## src/rtl/pic_pkg.sv

```systemverilog
package pic_pkg;
  localparam int NUM_LINES = 8;
  localparam int LVL_W     = $clog2(NUM_LINES);
  localparam int DW        = 8;

  typedef enum logic [1:0] {SEQ_IDLE, SEQ_BASE, SEQ_CASC, SEQ_MODE} seq_t;

  localparam logic [DW-1:0] CMD_START  = 8'h11;
  localparam logic [DW-1:0] CMD_RD_IRR = 8'h0A;
  localparam logic [DW-1:0] CMD_RD_ISR = 8'h0B;
  localparam logic [4:0]    CMD_EOI_HI = 5'b01100;

  // {valid, index} of the lowest set bit (highest priority)
  function automatic logic [LVL_W:0] lead_pick(input logic [NUM_LINES-1:0] v);
    logic [LVL_W:0] r;
    r = '0;
    for (int i = NUM_LINES - 1; i >= 0; i--)
      if (v[i]) r = {1'b1, LVL_W'(i)};
    return r;
  endfunction

  function automatic logic [DW-1:0] vec_of(input logic [DW-1:0] base,
                                           input logic [LVL_W-1:0] lvl);
    return base + DW'(lvl);
  endfunction
endpackage

```

## src/rtl/pic_init_seq.sv

```systemverilog
module pic_init_seq import pic_pkg::*; (
  input  logic          clk,
  input  logic          rst_n,
  input  logic          cmd_wr,
  input  logic          data_wr,
  input  logic [DW-1:0] wdata,
  output logic          busy,
  output logic          start,
  output logic          mask_load,
  output logic [DW-1:0] base,
  output logic [DW-1:0] casc,
  output logic          aeoi
);
  seq_t st;

  assign start     = cmd_wr && (wdata == CMD_START);
  assign busy      = (st != SEQ_IDLE);
  assign mask_load = data_wr && !busy;

  always_ff @(posedge clk) begin
    if (!rst_n) begin
      st   <= SEQ_IDLE;
      base <= '0;
      casc <= '0;
      aeoi <= 1'b0;
    end else if (start) begin
      st <= SEQ_BASE;
    end else if (data_wr) begin
      case (st)
        SEQ_BASE: begin base <= wdata; st <= SEQ_CASC; end
        SEQ_CASC: begin casc <= wdata; st <= SEQ_MODE; end
        SEQ_MODE: begin aeoi <= wdata[1]; st <= SEQ_IDLE; end
        default:  st <= SEQ_IDLE;
      endcase
    end
  end

  assert_seq_quiet_R2: assert property (@(posedge clk) disable iff (!rst_n)
    start |=> busy);
endmodule

```

## src/rtl/pic_req_latch.sv

```systemverilog
module pic_req_latch import pic_pkg::*; (
  input  logic                 clk,
  input  logic                 rst_n,
  input  logic [NUM_LINES-1:0] irq_in,
  input  logic [NUM_LINES-1:0] clr,
  output logic [NUM_LINES-1:0] irr
);
  logic [NUM_LINES-1:0] prev;
  logic [NUM_LINES-1:0] irr_nxt;

  for (genvar g = 0; g < NUM_LINES; g++) begin : g_line
    assign irr_nxt[g] = irq_in[g] && (irr[g] || !prev[g]) && !clr[g];
  end

  always_ff @(posedge clk) begin
    if (!rst_n) begin
      prev <= '0;
      irr  <= '0;
    end else begin
      prev <= irq_in;
      irr  <= irr_nxt;
    end
  end

  assert_irr_follows_line_R9: assert property (@(posedge clk) disable iff (!rst_n)
    (irr & ~$past(irq_in)) == '0);
endmodule

```

## src/rtl/pic_resolver.sv

```systemverilog
module pic_resolver import pic_pkg::*; (
  input  logic                 clk,
  input  logic                 rst_n,
  input  logic                 ready,
  input  logic [NUM_LINES-1:0] irr,
  input  logic [NUM_LINES-1:0] imr,
  input  logic [NUM_LINES-1:0] isr,
  input  logic [DW-1:0]        base,
  output logic                 win,
  output logic [LVL_W-1:0]     win_lvl,
  output logic [NUM_LINES-1:0] grant,
  output logic [DW-1:0]        vec
);
  logic [LVL_W:0] p_pick, s_pick;

  assign p_pick  = lead_pick(irr & ~imr);
  assign s_pick  = lead_pick(isr);
  assign win_lvl = p_pick[LVL_W-1:0];
  assign win     = ready && p_pick[LVL_W] &&
                   (!s_pick[LVL_W] || (p_pick[LVL_W-1:0] < s_pick[LVL_W-1:0]));
  assign grant   = win ? (NUM_LINES'(1) << win_lvl) : '0;
  assign vec     = win ? vec_of(base, win_lvl) : vec_of(base, LVL_W'(NUM_LINES - 1));

  assert_grant_onehot_R8: assert property (@(posedge clk) disable iff (!rst_n)
    $onehot0(grant));
  assert_grant_unmasked_R8: assert property (@(posedge clk) disable iff (!rst_n)
    (grant & imr) == '0);
endmodule

```

## src/rtl/prio_irq_ctrl.sv

```systemverilog
module prio_irq_ctrl import pic_pkg::*; (
  input  logic                 clk,
  input  logic                 rst_n,
  input  logic                 addr,
  input  logic                 wr_en,
  input  logic [DW-1:0]        wr_data,
  output logic [DW-1:0]        rd_data,
  input  logic [NUM_LINES-1:0] irq_in,
  input  logic                 ack,
  output logic                 int_out,
  output logic [DW-1:0]        ack_vec,
  output logic [DW-1:0]        casc_word
);
  logic cmd_wr, data_wr;
  logic busy, start, mask_load, aeoi;
  logic [DW-1:0] base;
  logic [NUM_LINES-1:0] imr, isr, irr, grant, irr_clr, isr_set, eoi_mask;
  logic sel_isr, win, eoi_fire, ack_take;
  logic [LVL_W-1:0] win_lvl, eoi_lvl;

  assign cmd_wr   = wr_en && !addr;
  assign data_wr  = wr_en && addr;
  assign eoi_fire = cmd_wr && (wr_data[7:3] == CMD_EOI_HI);
  assign eoi_lvl  = wr_data[LVL_W-1:0];
  assign eoi_mask = eoi_fire ? (NUM_LINES'(1) << eoi_lvl) : '0;
  assign ack_take = ack && win;
  assign irr_clr  = ack_take ? grant : '0;
  assign isr_set  = (ack_take && !aeoi) ? grant : '0;

  pic_init_seq u_seq (
    .clk(clk), .rst_n(rst_n), .cmd_wr(cmd_wr), .data_wr(data_wr),
    .wdata(wr_data), .busy(busy), .start(start), .mask_load(mask_load),
    .base(base), .casc(casc_word), .aeoi(aeoi));

  pic_req_latch u_req (
    .clk(clk), .rst_n(rst_n), .irq_in(irq_in), .clr(irr_clr), .irr(irr));

  pic_resolver u_res (
    .clk(clk), .rst_n(rst_n), .ready(!busy), .irr(irr), .imr(imr), .isr(isr),
    .base(base), .win(win), .win_lvl(win_lvl), .grant(grant), .vec(ack_vec));

  always_ff @(posedge clk) begin
    if (!rst_n) begin
      imr     <= '1;
      isr     <= '0;
      sel_isr <= 1'b0;
    end else if (start) begin
      imr     <= '0;
      isr     <= '0;
      sel_isr <= 1'b0;
    end else begin
      if (mask_load) imr <= wr_data;
      isr <= (isr & ~eoi_mask) | isr_set;
      if (cmd_wr && wr_data == CMD_RD_ISR) sel_isr <= 1'b1;
      else if (cmd_wr && wr_data == CMD_RD_IRR) sel_isr <= 1'b0;
    end
  end

  assign int_out = win;
  assign rd_data = addr ? imr : (sel_isr ? isr : irr);

  assert_init_quiet_R2: assert property (@(posedge clk) disable iff (!rst_n)
    busy |-> !int_out);
  assert_mask_load_R6: assert property (@(posedge clk) disable iff (!rst_n)
    (data_wr && !busy) |=> (imr == $past(wr_data)));
  assert_aeoi_hold_R5: assert property (@(posedge clk) disable iff (!rst_n)
    (ack && aeoi && !cmd_wr) |=> $stable(isr));
  assert_ack_clears_R10: assert property (@(posedge clk) disable iff (!rst_n)
    ack_take |=> !irr[$past(win_lvl)]);
  assert_eoi_clear_R11: assert property (@(posedge clk) disable iff (!rst_n)
    (eoi_fire && !ack) |=> !isr[$past(eoi_lvl)]);
  assert_spurious_R12: assert property (@(posedge clk) disable iff (!rst_n)
    (ack && !win && !cmd_wr) |=> $stable(isr));
endmodule

```

## config.mk

```make
export PLATFORM = sky130hd
export DESIGN_NAME = prio_irq_ctrl
export DESIGN_NICKNAME = d
export VERILOG_FILES = /design/src/rtl/pic_pkg.sv /design/src/rtl/pic_init_seq.sv /design/src/rtl/pic_req_latch.sv /design/src/rtl/pic_resolver.sv /design/src/rtl/prio_irq_ctrl.sv
export SDC_FILE = /design/constraint.sdc
export NUM_CORES = 1
export LEC_CHECK = 0
export CAP_MARGIN = 10
export CORE_ASPECT_RATIO = 0.75
export CORE_MARGIN = 1.5
export CORE_UTILIZATION = 40
export DETAILED_ROUTE_END_ITERATION = 10
export DONT_BUFFER_PORTS = 1
export PLACE_DENSITY = 0.52
export SYNTH_ARGS = -nofsm -noshare
export SYNTH_HDL_FRONTEND = slang
export SYNTH_SLANG_ARGS = --single-unit
```

## constraint.sdc

```tcl
create_clock -name clk -period 7.5 [get_ports clk]
set_input_delay 2.25 -clock clk [delete_from_list [all_inputs] [get_ports clk]]
set_output_delay 2.25 -clock clk [all_outputs]
set_load 0.02 [all_outputs]
```

# Word level (Yosys, flattened, before mapping)
# Index checks and enable logic that the tools add are counted.
# word_totals
reg_bits,52
inputBits,21
elab_cells,123
# op_classes
addsub,2
order_cmp,1
eq_ne,7
n_shift,2
n_mux,30
bitwise_logic,7
n_reduce_logical,64
# op_table
operator,count
$mux W8,9
$mux W4,16
$logic_and A1 B1 Y1,27
$logic_not A1 Y1,20
$and A8 B8 Y8,2
$eq A8 B4 Y1 const B,2
$not A8 Y8,2
$shl A1 B3 Y8 const A,2
$logic_or A1 B1 Y1,9
$reduce_and A3 Y1,3
$add A8 B3 Y8,1
$add A8 B3 Y8 const B,1
$eq A8 B5 Y1 const B,1
$or A8 B8 Y8,1
$reduce_bool A2 Y1,4
$eq A5 B4 Y1 const B,1
$eq A2 B2 Y1 const B,2
$mux W1,4
$pmux W2 S2,1
$lt A3 B3 Y1,1
$eq A2 B1 Y1 const B,1
$not A1 Y1,2
$reduce_or A2 Y1,1

# Logic depth before layout (Yosys ltp)
# logic_depth
depth_word,17
mapped_depth,15

# Cells and area by module
# From an unflattened synthesis, not the netlist that was laid out.
# unflattened
cells_unflattened,362
hier_area_um2,3188.1
# by_module_without_submodules
mod,n_inst,cells_each,area_per_inst_um2
pic_init_seq,1,116,1057.3
prio_irq_ctrl,1,117,989.7
pic_resolver,1,89,610.6
pic_req_latch,1,40,530.5

# Worst setup path after synthesis
# No wires, ideal clock.
# synth_timing
path_type,input port to output port
start,input port addr
end,output port rd_data[5]
arrival_ns,3.123
t_required_ns,5.250
setup_slack_ns,2.127
path_stages,3
path_cell_list,clkbuf_1 > clkbuf_1 > o21ai_0
# synth_via
elab_chain_cells,1
# synth_lines
element,line_no,text
"start, declared",prio_irq_ctrl.sv:4,"input logic addr,"
$mux W8,prio_irq_ctrl.sv:60,assign rd_data = addr ? imr : (sel_isr ? isr : irr);
"end, declared",prio_irq_ctrl.sv:7,"output logic [DW-1:0] rd_data,"
# Every way passes these cells.

# Worst setup path in the final report
# layout_timing
start,register u_req.irr[7]
end,output port ack_vec[6]
# layout_via
elab_chain_cells,13
word_cells_on_any_way,15
# layout_lines
element,line_no,text
"start, declared",pic_req_latch.sv:6,output logic [NUM_LINES-1:0] irr
"start signal, assigned",pic_req_latch.sv:21,irr <= irr_nxt;
$and A8 B8 Y8 *,pic_resolver.sv:16,assign p_pick = lead_pick(irr & ~imr);
$mux W4 * (8 in series),pic_pkg.sv:18,"if (v[i]) r = {1'b1, LVL_W'(i)};"
branches (longest 3 deep; another with $add A8 B3 Y8),n/a,
$mux W8 *,pic_resolver.sv:22,"assign vec = win ? vec_of(base, win_lvl) : vec_of(base, LVL_W'(NUM_LINES - 1));"
"end, declared",prio_irq_ctrl.sv:11,"output logic [DW-1:0] ack_vec,"
# Mark *: on every way between the ends.

==> summary.txt <==
DRT met1 WL: 3510 µm
DRT antenna net count: 0
Syn_area_per_cell: 8.35 µm²
Outcome: completed
Seq/Total Area, Yosys: 0.385
Synth Area in Compound Gates: 0.178
Kind of critical path: flop to output port
Crit-path leading delay family: compound AO/OA/AOI/OAI gates
H-tree depth: 2
Buffers and inverters on the worst path: 0
Root Buffer: clkbuf_8
Area grow syn2layout: 4.39%
Drt pass-1 iters: 4
Hold buffer count at cts: 0
CTS Sinks: 52
DR WL met2: 2740 µm
Num rows: 25
Starting DRT DRC Count: 147
Resized Gates After CTS: 0
PwrDens: 178 nW/µm²
Largest family of logic cells by synthesized area: simple AND/OR/NAND/NOR gates
Post-Synthesis Cells: 324
Synth top area cells: dfxtp_1 38%, mux2i_1 7.4%, nand2_1 6.1%
Data arrival, critical path: 4.13 ns
Pin count of the biggest net entering global routing: 36
Slew @ Worst Pin: 0.769 ns
Layout cells sized above 1: 0.0314
Post-CTS Setup Repair Bufs: 0
Slowest CP cell: o22ai_1
Initial Util: 0.422
DP HPWL: 5270 µm
Number of nets in the layout: 349
CP max FO: 12
Height of the die: 74.2 µm
Cell taking the most area after synthesis: dfxtp_1
Ant. Diodes: 0
Crit path largest cell delay: 0.60 ns
Finished Core Util: 0.441
Maxcap violations: 0
FMAX: 157 MHz
WL/cell: 17.5 µm
Slew Viols, Final: 0
Fin crit share: 0.850
Final number of hold-violating endpoints: 0
CTS max path bufs: 2
Period minus WS final: 6.38 ns
Unique masters post-synth: 40
Core area: 6410 µm²
Yosys Warn Count: 0
Synth Area in XOR/XNOR: 0.0194
Worst hold path type: flop to flop
Via-per-instance ratio: 5.55
Met3 routed WL: 688 µm
Critical Path End Type: output port
Total track usage: 0.199
CTS Buf Count: 5
GPL Wtd Cong: 0.960
Total Wirelength: 6980 µm
Mux contribution to synthesized area: 0.0740
Residual DRC: 0
Synth Area in Simple Gates: 0.255
Die width: 98.0 µm
Syn Nets: 355
Setup TNS: 0 ns
Top-area cell type share of the netlist area: 0.385
Worst path cell trace: nor2b_1, o211ai_1, a21oi_1, ha_1, o21a_1, o22ai_1, o21a_1, nand2_1, ha_1, fa_1, a21o_1, nand2_1, nor2_1, xor2_1
Req. time, crit path: 5.25 ns
Count of state elements after synthesis: 52
Vias in the first global route: 2057
TritonCTS clock tree: done
Leakage: 1.08 nW
Global-route wire length before repair: 11000 µm
Max-slew headroom: 0.482
Clk pin slew, worst setup/hold paths: 0.09 ns
RSZ-0062 raised after global routing: no
Mapped Area: 2710 µm²
IO Count: 46
Vias: 2213
Clock Latency Late Sink: 0.31 ns
Top Metal Used: met4
DIE AREA: 7270 µm²
Grt total ovfl: 0
Initial antenna violation count: 0
IO Port Bufs: 0
Fillers: 644
Post-Synth Adder-Cell Area: 0.0490
# setup viols final: 0
Worst-case vdd ir drop: 0.0916 mV
Clock skew: 0.00771 ns
Startpoint types: flop
flip-flops by register name, indices dropped and copies added (netlist names):
name        count
imr             8
isr             8
u_req.irr       8
u_req.prev      8
u_seq.base      8
u_seq.casc      8
u_seq.st        2
sel_isr         1
u_seq.aeoi      1
placed cells by master (no fill, tap or decap), types with 5 or more instances in the layout:
| master | count |
|---|---|
| dfxtp_1 | 52 |
| nand2_1 | 44 |
| o21ai_0 | 26 |
| mux2i_1 | 20 |
| nand3_1 | 18 |
| a21oi_1 | 17 |
| nor2b_1 | 14 |
| nand2b_1 | 13 |
| inv_1 | 13 |
| nor2_1 | 12 |
| and2_1 | 11 |
| a21boi_0 | 9 |
| ha_1 | 9 |
| o211ai_1 | 6 |
| clkbuf_8 | 5 |
cell usage after synthesis:
master	count
ha_1	9
o22ai_1	1
o21ai_0	26
o31ai_2	1
nand4_1	2
dfxtp_1	52
a211oi_1	3
o211a_1	1
nand2b_1	13
nand3_1	18
o211ai_1	6
nand3b_1	3
buf_2	3
or3_1	1
nor2b_1	14
o31ai_1	2
or4_1	1
a21o_1	3
nand4b_1	1
nor2_1	12
o21a_1	4
nor4_4	1
a21oi_1	17
mux2i_1	20
nand2_1	44
clkbuf_1	8
a21boi_0	9
inv_1	13
or4_4	1
and2_1	11
nor3_1	4
nor4_1	1
buf_4	2
fa_1	1
xnor2_1	4
xor2_1	2
a221oi_1	1
and3_1	4
a31oi_1	4
or3b_4	1
logic make-up after synthesis:
family,Yosys count
AOI/OAI and AO/OA,78
xor gates and xnor gates,6
adders and majority gates,10
buffers and inverters,26
DFF,52
muxes,20
and+or+nand+nor,132
power breakdown:
part           switching, W  internal [W]  leakage [nW]
combinational     0.0000378     0.0000214         0.618
sequential       0.00000598      0.000284         0.425
clock             0.0000902     0.0000638        0.0410
per-layer routing:
layer / global-route usage / vias to the layer above
met3: 0.0771 / 5
met1: 0.292 / 1019
li1: - / 1121
met2: 0.270 / 68
met4: 0.0492 / 0
met5: 0 / -
area by class of cell:
type | count | area, µm² | area share
inverter | 13 | 48.8 | 0.0173
clock buffer | 6 | 72.6 | 0.0257
clock inverter | 1 | 5.00 | 0.00177
multi-input combinational | 246 | 1560 | 0.551
tap | 81 | 101 | 0.0359
sequential | 52 | 1040 | 0.368
metrics by stage:
stage / std cells / instance area [µm²] / hold WS (ns) / setup slack (ns) / power, W
after detailed placement: 392 / 2750 / 0.482 / 1.51 / 0.000355
after CTS: 399 / 2830 / 0.495 / 1.15 / 0.000510
after global routing: 399 / 2830 / 0.529 / 0.787 / 0.000530
final: 399 / 2830 / 0.492 / 1.12 / 0.000503
after floorplan: 324 / 2710 / 0.454 / 2.13 / 0.000348
after global placement: 392 / 2750 / 0.478 / 1.57 / 0.000355
worst reg2reg max path, delay by kind of cell, from the launching register on:
kind                     cells  cell delay (ns)
adder cells (fa/ha/maj)      1             0.27
flip-flops                   1             0.36
AO/OA/AOI/OAI                5             1.34
AND/OR/NAND/NOR              2             0.60
path summary, 6_finish.rpt:
check / from / endpoint / slack [ns] / cells after the start
setup reg to reg: u_req.irr[7]$_SDFF_PN0_ / u_req.irr[7]$_SDFF_PN0_ / 4.83 / 8
hold / removal: imr[3]$_SDFFE_PN1P_ / imr[3]$_SDFFE_PN1P_ / 0.49 / 2
setup / recovery: u_req.irr[7]$_SDFF_PN0_ / ack_vec[6] / 1.12 / 14
hold reg to reg: imr[3]$_SDFFE_PN1P_ / imr[3]$_SDFFE_PN1P_ / 0.49 / 2
Power figures use the tool's default switching activity.
